--- src/rtl/pwr_ctl_pkg.sv ---
package pwr_ctl_pkg;
   typedef enum logic [1:0] {
      PS_RUN      = 2'd0,
      PS_PDN_IDLE = 2'd1,
      PS_PDN_OPEN = 2'd2,
      PS_SELF_REF = 2'd3
   } pwr_state_e;

   localparam int CMD_W = 3;

   localparam logic [CMD_W-1:0] CMD_NOP  = 3'd0;
   localparam logic [CMD_W-1:0] CMD_ACT  = 3'd1;
   localparam logic [CMD_W-1:0] CMD_RD   = 3'd2;
   localparam logic [CMD_W-1:0] CMD_WR   = 3'd3;
   localparam logic [CMD_W-1:0] CMD_BST  = 3'd4;
   localparam logic [CMD_W-1:0] CMD_PRE  = 3'd5;
   localparam logic [CMD_W-1:0] CMD_REF  = 3'd6;
   localparam logic [CMD_W-1:0] CMD_MRS  = 3'd7;
endpackage

--- src/rtl/pwr_cke_tracker.sv ---
module pwr_cke_tracker #(
   parameter bit RESET_LEVEL = 1'b1
) (
   input  logic clk,
   input  logic rst_n,
   input  logic cke,
   output logic cke_q
);
   always_ff @(posedge clk or negedge rst_n) begin
      if (!rst_n) cke_q <= RESET_LEVEL;
      else        cke_q <= cke;
   end
endmodule

--- src/rtl/pwr_lock_timer.sv ---
module pwr_lock_timer #(
   parameter int LOCK_CYCLES = 200
) (
   input  logic clk,
   input  logic rst_n,
   input  logic load,
   output logic read_ok
);
   localparam int CW = $clog2(LOCK_CYCLES + 1);
   localparam logic [CW-1:0] LOAD_VAL = CW'(LOCK_CYCLES - 1);

   generate
      if (LOCK_CYCLES < 1) begin : g_bad_lock
         $error("pwr_lock_timer: LOCK_CYCLES must be at least 1");
      end
   endgenerate

   logic [CW-1:0] remain;

   always_ff @(posedge clk or negedge rst_n) begin
      if (!rst_n)              remain <= '0;
      else if (load)           remain <= LOAD_VAL;
      else if (remain != '0)   remain <= remain - 1'b1;
   end

   assign read_ok = (remain == '0);

   a_r6_load_blocks: assert property (@(posedge clk) disable iff (!rst_n)
      load |=> !read_ok || (LOCK_CYCLES == 1));
endmodule

--- src/rtl/pwr_state_fsm.sv ---
module pwr_state_fsm
   import pwr_ctl_pkg::*;
(
   input  logic             clk,
   input  logic             rst_n,
   input  logic             cke,
   input  logic             cke_q,
   input  logic [CMD_W-1:0] cmd,
   input  logic             all_idle,
   input  logic             burst_busy,
   input  logic             read_ok,
   output pwr_state_e       state,
   output logic             err,
   output logic             sref_exit
);
   pwr_state_e nxt;
   logic       err_n;

   wire fall = cke_q && !cke;
   wire rise = !cke_q && cke;
   wire stay_low = !cke_q && !cke;

   always_comb begin
      nxt   = state;
      err_n = 1'b0;
      if (state == PS_RUN) begin
         if (fall) begin
            if (burst_busy)
               err_n = 1'b1;
            else if (cmd == CMD_NOP)
               nxt = all_idle ? PS_PDN_IDLE : PS_PDN_OPEN;
            else if (cmd == CMD_REF && all_idle)
               nxt = PS_SELF_REF;
            else
               err_n = 1'b1;
         end else if (stay_low) begin
            err_n = 1'b1;
         end else if (cmd == CMD_RD && !read_ok) begin
            err_n = 1'b1;
         end
      end else if (rise) begin
         nxt = PS_RUN;
         if (cmd != CMD_NOP) err_n = 1'b1;
      end
   end

   assign sref_exit = (state == PS_SELF_REF) && rise;

   always_ff @(posedge clk or negedge rst_n) begin
      if (!rst_n) begin
         state <= PS_RUN;
         err   <= 1'b0;
      end else begin
         state <= nxt;
         err   <= err_n;
      end
   end

   a_r1_pdn_idle_entry: assert property (@(posedge clk) disable iff (!rst_n)
      (state == PS_RUN && cke_q && !cke && all_idle && !burst_busy && cmd == CMD_NOP)
      |=> (state == PS_PDN_IDLE && !err));

   a_r2_self_ref_entry: assert property (@(posedge clk) disable iff (!rst_n)
      (state == PS_RUN && cke_q && !cke && all_idle && !burst_busy && cmd == CMD_REF)
      |=> (state == PS_SELF_REF));

   a_r3_pdn_open_entry: assert property (@(posedge clk) disable iff (!rst_n)
      (state == PS_RUN && cke_q && !cke && !all_idle && !burst_busy && cmd == CMD_NOP)
      |=> (state == PS_PDN_OPEN));

   a_r4_hold_low: assert property (@(posedge clk) disable iff (!rst_n)
      (state != PS_RUN && !cke_q && !cke) |=> ($stable(state) && !err));

   a_r5_exit_run: assert property (@(posedge clk) disable iff (!rst_n)
      (state != PS_RUN && !cke_q && cke) |=> (state == PS_RUN));

   a_r5_exit_bad_cmd: assert property (@(posedge clk) disable iff (!rst_n)
      (state != PS_RUN && !cke_q && cke && cmd != CMD_NOP) |=> err);

   a_r6_early_read: assert property (@(posedge clk) disable iff (!rst_n)
      (state == PS_RUN && cke_q && cke && cmd == CMD_RD && !read_ok) |=> err);

   a_r7_busy_drop: assert property (@(posedge clk) disable iff (!rst_n)
      (state == PS_RUN && cke_q && !cke && burst_busy) |=> (err && state == PS_RUN));

   a_r8_low_in_run: assert property (@(posedge clk) disable iff (!rst_n)
      (state == PS_RUN && !cke_q && !cke) |=> (err && state == PS_RUN));
endmodule

--- src/rtl/pwr_ctl.sv ---
module pwr_ctl
   import pwr_ctl_pkg::*;
#(
   parameter int LOCK_CYCLES = 200
) (
   input  logic       clk,
   input  logic       rst_n,
   input  logic       cke,
   input  logic [2:0] cmd,
   input  logic       all_idle,
   input  logic       burst_busy,
   output logic [1:0] pwr_state,
   output logic       inbuf_en,
   output logic       read_ok,
   output logic       err
);
   logic       cke_q;
   logic       sref_exit;
   pwr_state_e state;

   pwr_cke_tracker #(.RESET_LEVEL(1'b1)) u_cke (
      .clk   (clk),
      .rst_n (rst_n),
      .cke   (cke),
      .cke_q (cke_q)
   );

   pwr_state_fsm u_fsm (
      .clk        (clk),
      .rst_n      (rst_n),
      .cke        (cke),
      .cke_q      (cke_q),
      .cmd        (cmd),
      .all_idle   (all_idle),
      .burst_busy (burst_busy),
      .read_ok    (read_ok),
      .state      (state),
      .err        (err),
      .sref_exit  (sref_exit)
   );

   pwr_lock_timer #(.LOCK_CYCLES(LOCK_CYCLES)) u_lock (
      .clk     (clk),
      .rst_n   (rst_n),
      .load    (sref_exit),
      .read_ok (read_ok)
   );

   assign pwr_state = state;
   assign inbuf_en  = (state == PS_RUN);

   a_r9_inbuf_off_low: assert property (@(posedge clk) disable iff (!rst_n)
      (sref_exit) |=> inbuf_en);
endmodule

--- config.mk ---
export PLATFORM = sky130hd
export DESIGN_NAME = pwr_ctl
export DESIGN_NICKNAME = d
export VERILOG_FILES = /design/src/rtl/pwr_ctl_pkg.sv /design/src/rtl/pwr_cke_tracker.sv /design/src/rtl/pwr_lock_timer.sv /design/src/rtl/pwr_state_fsm.sv /design/src/rtl/pwr_ctl.sv
export SDC_FILE = /design/constraint.sdc
export NUM_CORES = 1
export LEC_CHECK = 0
export ABC_AREA = 1
export CORE_MARGIN = 2
export CORE_UTILIZATION = 25
export DETAILED_ROUTE_END_ITERATION = 12
export SYNTH_ARGS = -nofsm -noshare
export SYNTH_HDL_FRONTEND = slang
export SYNTH_SLANG_ARGS = --single-unit
--- constraint.sdc ---
create_clock -name clk -period 1.7 [get_ports clk]
set_input_delay 0.17 -clock clk [delete_from_list [all_inputs] [get_ports clk]]
set_output_delay 0.17 -clock clk [all_outputs]
set_load 0.02 [all_outputs]
==> results of run 1 <==
power by group through the flow:
stage	logic [mW]	clock network (mW)	registers (mW)
after global placement	0.683	0	0.468
final	0.687	0.187	0.465
after CTS	0.695	0.197	0.466
after detailed placement	0.696	0	0.472
after global routing	0.797	0.215	0.480
after floorplan	0.524	0	0.463
worst max path at each step:
stage	depth (start not counted)	to	slack, ns	startpoint
after CTS	5	read_ok	0.11	u_lock.remain[0]$_DFFE_PN0P_
after global placement	5	read_ok	0.15	u_lock.remain[0]$_DFFE_PN0P_
after detailed placement	5	read_ok	0.14	u_lock.remain[0]$_DFFE_PN0P_
final	4	read_ok	0.12	u_lock.remain[3]$_DFFE_PN0P_
after floorplan	7	u_lock.remain[6]$_DFFE_PN0P_	0.45	u_lock.remain[0]$_DFFE_PN0P_
after global routing	4	read_ok	0.03	u_lock.remain[3]$_DFFE_PN0P_
critical path, stage by stage, from the launching register on:
cell,delay (ns)
dfrtp_1,0.43
nor2_1,0.17
nand3_1,0.11
nor2_2,0.10
dlygate4sd2_1,0.34
registers in the layout, indices dropped and copies added (netlist names):
| name | cells |
|---|---|
| u_lock.remain | 8 |
| u_fsm.state | 2 |
| u_fsm.err | 1 |
| u_cke.cke_q | 1 |
cell usage after synthesis:
master / instances
dfrtp_1: 11
a21oi_2: 1
nand2_1: 27
nand3_1: 6
dfstp_2: 1
nand3_4: 1
inv_1: 11
ha_1: 2
o21ai_2: 2
nor3_1: 2
o21ai_1: 5
nor2_4: 1
nand2_2: 2
nor2_1: 14
inv_2: 9
nand4_1: 2
nand2_4: 2
nor2_2: 2
nor2_8: 1
a21oi_1: 3
routing by layer:
metal,vias to the layer above,GRT usage
li1,359,-
met1,305,0.139
met2,26,0.152
met3,4,0.0393
met4,0,0.0286
met5,-,0
final cells by class:
| cell class | count | area (sq um) |
|---|---|---|
| timing repair buffer | 14 | 133 |
| tap | 33 | 41.3 |
| clock buffer | 4 | 26.3 |
| multi-input combinational | 73 | 394 |
| sequential | 12 | 302 |
| inverter | 20 | 75.1 |
| fill | 335 | 2030 |
placed cells by master (no fill, tap or decap):
| cell type | instances |
|---|---|
| clkbuf_4 | 3 |
| dfstp_2 | 1 |
| buf_4 | 2 |
| inv_1 | 11 |
| nor2_8 | 1 |
| o21ai_2 | 2 |
| nand2_4 | 2 |
| a21oi_1 | 3 |
| ha_1 | 2 |
| dfrtp_1 | 11 |
| dlygate4sd2_1 | 2 |
| inv_2 | 9 |
| a21oi_2 | 1 |
| nor2_1 | 14 |
| o21ai_1 | 5 |
| nand3_1 | 6 |
| nand3_4 | 1 |
| nand2_2 | 2 |
| nor3_1 | 2 |
| nand2_1 | 27 |
| clkdlybuf4s50_1 | 10 |
| nor2_2 | 2 |
| nor2_4 | 1 |
| nand4_1 | 2 |
| clkbuf_1 | 1 |
timing repair:
item	in CTS	in global routing
gates resized for setup	2	0
buffers inserted	0	0
endpoints found under the setup margin	2	0
logic make-up (layout without fill, tap and decap cells):
logic type                 Yosys count  in the layout
AOI/OAI and AO/OA                   11             11
adders and majority gates            2              2
buffers and inverters               20             38
DFF                                 12             12
and+or+nand+nor                     60             60
==> key figures, run 1 <==
Yosys
  • Mapped Area: just under 800 sq um
  • Synth Area in XOR/XNOR: 0
  • Main combinational cell family by area after synthesis: simple AND/OR/NAND/NOR gates
  • Seq/Total Area, Yosys: 0.391
  • Synth Area in Simple Gates: 0.393
  • Syn Area/Cell: between 7 and 8 sq um
  • Synth top area cells: dfrtp_1 (36%), nand2_1 (13%), nor2_1 (6.8%), inv_1 (5.4%), inv_2 (4.4%)
  • Netlist cell types: 20
  • Post-Synth Adder-Cell Area: 0.0325
  • Mux cell area share after synthesis: 0
  • Post-synth top area share: 0.357
  • Cell taking the most area after synthesis: dfrtp_1
  • Synthesized flop and latch total: 12
  • Compound-Gate Fraction of Synth Area: 0.0860
  • Yosys warnings: 0
  • Mapped Cells: 105
  • Syn_nets: ~120

Worst setup path
  • Reg2reg path depth: 7
  • Critical path type: register to output port
  • R2R setup slack: 0.39 ns
  • Worst EP required: roughly 1.5 ns
  • Critical Path Start Type: register
  • Worst EP arrival: 1.41 ns
  • Crit. End Element: output port
  • Crit path max fanout: 4
  • FF-to-FF Start: u_lock.remain[0]$_DFFE_PN0P_
  • R2R Path End: u_lock.remain[4]$_DFFE_PN0P_

STA
  • RSZ-0062 raised after global routing: no
  • Hold_ws: approximately 0.25 ns
  • Slew Limit Fails: 0
  • Final period util: 0.930
  • FMAX: roughly 630 MHz
  • Setup WS post-layout: 0.118 ns
  • Final setup vio count: 0
  • Clock skew: 0.00893 ns
  • Slew Limit Headroom: 0.632
  • Fin Setup TNS: 0 ns
  • Min Tclk post-route: 1.58 ns
  • Slew @ Worst Pin: 0.550 ns
  • Hold Vio Cnt, Final: 0

Pwr
  • Total power: 1.34 mW
  • Net Sw Frac: 0.440
  • Register share of total power: 0.347
  • Clock power frac: 0.140
  • PwrDens: between 1000 and 1500 mW/mm^2
  • P_sw: 589 uW
  • Static Leak: 0.513 nW
  • Comb pwr share: 0.513
  • Max VDD drop: between 300 and 400 uV
  • P_int: between 700 and 800 uW

Routing
  • Wire per inst: 9.88 microns
  • Metal2 WL: around 700 microns
  • DRC Markers: 0
  • Initial drt markers: 11
  • First-pass detailed-route iteration total: 4
  • DRT met1 WL: 729 microns
  • Vias after detailed routing: 694
  • WL met3: 102 microns
  • Post-DRT Antenna Nets: 0
  • Top Metal Used: met4
  • Via density: approximately 4.4
  • WL final: approximately 1.5 mm

Global routing
  • Total gr overflow: 0
  • Initial antenna violation count: 0
  • First-pass GRT wire length: 2.75 mm
  • Vias in the first global route: 652
  • GRT Util Overall: 0.103
  • Largest net degree at the start of global routing: 13

Final layout
  • Post-Layout Cell Count: 156
  • Final #Nets: 134
  • Post-route core utilization: 0.323
  • Design area: approximately 1000 sq um
  • Layout cells sized above 1: 0.220
  • Area grow syn2layout: 26.0%
  • # diodes: 0

Status
  • Status: finished, final reports clean

Clock network
  • CTS tree: done
  • Root Buffer: clkbuf_4
  • Num CTS Buffers: 3
  • CTS sink count: 12
  • H-tree depth: 1
  • Worst-Skew Late Latency: 0.27 ns
  • CTS Hold Bufs: 0
  • Clock buffer depth: 2
  • Clock-pin slew on the worst setup and hold paths: roughly 0.08 ns

Placement
  • Placed cells: 152
  • Place WS: 0.139 ns
  • Area after DPL: 947 sq um
  • IO buf count: 12
  • Detail Placement HPWL: 1.27 mm
  • Global placer's final weighted congestion: 0.862

Die
  • Ports: 13
  • Die ar.: 0.00354 sq mm
  • Row count: 20
  • Initial Util: 0.257
  • Core box area: 0.00300 sq mm
  • Die Height: 59.5 microns
  • Die Wd: 59.5 microns

Job
  • Maximum Capacitance Violations: 0

Hold path
  • Hold crit path type: input pin to async pin
No activity file was read; power rests on OpenSTA's default activity.
==> inputs of run 2 (changes only) <==
- SKIP_CTS_REPAIR_TIMING: default -> 1
==> run 2 against run 1 <==
- global-route usage is the same
- sequential power is essentially flat
- clock power is essentially flat
- fmax grew 7.4%
- clock-buffer cell count is the same
- sequential share of layout area shrank 0.24 points
- non-clock buffer count is the same
- worst setup slack gained 0.11 ns
- cell area grew 0.77%
- critical path depth is the same
- die area is the same
- highest routed layer unchanged
==> key figures, run 2 (synthesis gave the netlist of run 1 again) <==
Worst setup path
  • R2R setup slack: 0.39 ns (about the same)
  • Worst EP arrival: 1.30 ns (-0.11 ns)
  • Reg2reg path depth: 7 (unchanged)
  • Crit-path cells: nor2_1 -> nand3_1 -> nor2_2 -> dlymetal6s2s_1
  • Crit path max fanout: 4 (unchanged)
  • Crit. End Element: output port
  • Crit path largest cell delay: 0.43 ns (about the same)
  • FF-to-FF Start: u_lock.remain[0]$_DFFE_PN0P_
  • Worst EP required: 1.53 ns (about the same)
  • Critical Path Start Type: register
  • Critical path type: register to output port
  • Slowest-stage cell, CP: dfrtp_1
  • R2R Path End: u_lock.remain[4]$_DFFE_PN0P_

Final layout
  • Final #Nets: 134 (unchanged)
  • Filler cells: 336 (+0.30%)
  • Top flop regs: u_lock.remain x8, u_fsm.state x2
  • Most frequent cells in the layout: nand2_1 (27), nor2_1 (14), inv_1 (11), dfrtp_1 (11), clkdlybuf4s50_1 (10)
  • Most flop-heavy register: u_lock.remain
  • Area of the multi-input gates: 394 sq um (unchanged)
  • Layout cells sized above 1: 0.220 (unchanged)
  • Area grow syn2layout: 26.9%
  • Post-Layout Cell Count: 156 (unchanged)
  • Max FFs per register: 8 (unchanged)
  • Post-route core utilization: 0.326 (+0.00250)
  • # diodes: 0 (unchanged)
  • Storage cell area: 302 sq um (unchanged)
  • Commonest non-fill, non-tap cell in the layout: nand2_1

Die
  • Die Height: 59.5 microns (unchanged)
  • Initial Util: 0.257 (unchanged)
  • Core box area: 0.00300 sq mm (unchanged)
  • Die Wd: 59.5 microns (unchanged)
  • Die ar.: 0.00354 sq mm (unchanged)
  • Ports: 13 (unchanged)
  • Row count: 20 (unchanged)

STA
  • Slew Limit Fails: 0 (unchanged)
  • Min Tclk post-route: 1.47 ns (-0.109 ns)
  • Slew @ Worst Pin: 0.550 ns (unchanged)
  • FMAX: 679 MHz (+7.4%)
  • Slew Limit Headroom: 0.632 (unchanged)
  • Final setup vio count: 0 (unchanged)
  • Fin Setup TNS: 0 ns (unchanged)
  • RSZ-0062 raised after global routing: no
  • Clock skew: 0.00893 ns (unchanged)
  • Hold Vio Cnt, Final: 0 (unchanged)
  • Final period util: 0.866 (-0.0640)

Pwr
  • Register share of total power: 0.347 (about the same)
  • Total power: 1.34 mW (+0.16%)
  • Clock power frac: 0.139 (about the same)
  • Comb pwr share: 0.514 (about the same)
  • Max VDD drop: 338 uV (+0.27%)
  • P_int: 752 uW (+0.31%)
  • Static Leak: 0.530 nW (+3.4%)
  • P_sw: 589 uW (about the same)
  • PwrDens: 1370 mW/mm^2 (-0.61%)
  • Net Sw Frac: 0.439 (-0.000819)

Placement
  • Placed cells: 152 (unchanged)
  • Global placer's final weighted congestion: 0.862 (unchanged)
  • Detail Placement HPWL: 1.27 mm (unchanged)
  • IO buf count: 12 (unchanged)

Routing
  • First-pass detailed-route iteration total: 4 (unchanged)
  • Vias after detailed routing: 694 (unchanged)
  • Initial drt markers: 11 (unchanged)
  • Via density: 4.45 (unchanged)
  • Wire per inst: 9.89 microns (+0.13%)
  • WL final: 1.54 mm (+0.13%)
  • DRC Markers: 0 (unchanged)
  • Post-DRT Antenna Nets: 0 (unchanged)

Global routing
  • Initial antenna violation count: 0 (unchanged)
  • Vias in the first global route: 652 (unchanged)
  • Largest net degree at the start of global routing: 13 (unchanged)
  • Total gr overflow: 0 (unchanged)
  • GRT Util Overall: 0.103 (unchanged)
  • First-pass GRT wire length: 2.75 mm (unchanged)

Clock network
  • Worst-Skew Late Latency: 0.27 ns (about the same)
  • Clock buffer depth: 2 (unchanged)
  • H-tree depth: 1 (unchanged)
  • Root Buffer: clkbuf_4
  • Num CTS Buffers: 3 (unchanged)
  • Clock-pin slew on the worst setup and hold paths: 0.08 ns (about the same)
  • CTS tree: done
  • CTS sink count: 12 (unchanged)

Status
  • Status: finished, final reports clean

Job
  • Maximum Capacitance Violations: 0 (unchanged)

Hold path
  • Hold crit path type: input pin to async pin
run 2: changes by cell type in the layout (fill, tap and decap cells not counted):
| cell | delta |
|---|---|
| dlymetal6s2s_1 | +2 |
| dlygate4sd2_1 | -2 |
run 2: worst max path at each step:
stage / from / end / slack, ns / cells after the start
final: u_lock.remain[3]$_DFFE_PN0P_ / read_ok / 0.23 / 4
after detailed placement: u_lock.remain[0]$_DFFE_PN0P_ / read_ok / 0.14 / 5
after floorplan: u_lock.remain[0]$_DFFE_PN0P_ / u_lock.remain[6]$_DFFE_PN0P_ / 0.45 / 7
after global placement: u_lock.remain[0]$_DFFE_PN0P_ / read_ok / 0.15 / 5
after CTS: u_lock.remain[0]$_DFFE_PN0P_ / read_ok / -0.16 / 5
after global routing: u_lock.remain[3]$_DFFE_PN0P_ / read_ok / 0.14 / 4
run 2: stage by stage:
step                      area (sq um)  hold WS [ns]  setup slack (ns)
after floorplan                    771        -0.126             0.453
after global placement             947         0.531             0.146
after detailed placement           947         0.542             0.139
after CTS                          973         0.275            -0.160
after global routing               978         0.297             0.137
final                              978         0.247             0.227
run 2: layer usage:
layer | up-vias | routed length, microns | global-route usage
met5 | - | 0 | 0
met4 | 0 | 28 | 0.0286
met3 | 4 | 107 | 0.0393
met2 | 26 | 682 | 0.152
met1 | 305 | 724 | 0.139
li1 | 359 | - | -
run 2: final cells by class:
type | instances | area share
multi-input cells | 73 | 0.403
clock buffers | 4 | 0.0269
flip-flops and latches | 12 | 0.308
inverters | 20 | 0.0767
repair buffers | 14 | 0.143
well taps | 33 | 0.0422
run 2: power by group through the flow:
| stage | registers (mW) | logic (mW) | clock network [mW] |
|---|---|---|---|
| 2_1_floorplan | 0.463 | 0.524 | 0 |
| 3_3_place_gp | 0.468 | 0.683 | 0 |
| 3_5_place_dp | 0.472 | 0.696 | 0 |
| 4_1_cts | 0.466 | 0.698 | 0.197 |
| 5_1_grt | 0.480 | 0.799 | 0.215 |
| 6_report | 0.465 | 0.689 | 0.187 |
run 2: worst max-delay path: cells and delay by family, from the launching register on:
kind,cells,cell delay (ns)
buf+inv,1,0.23
simple gates,3,0.38
flops,1,0.43
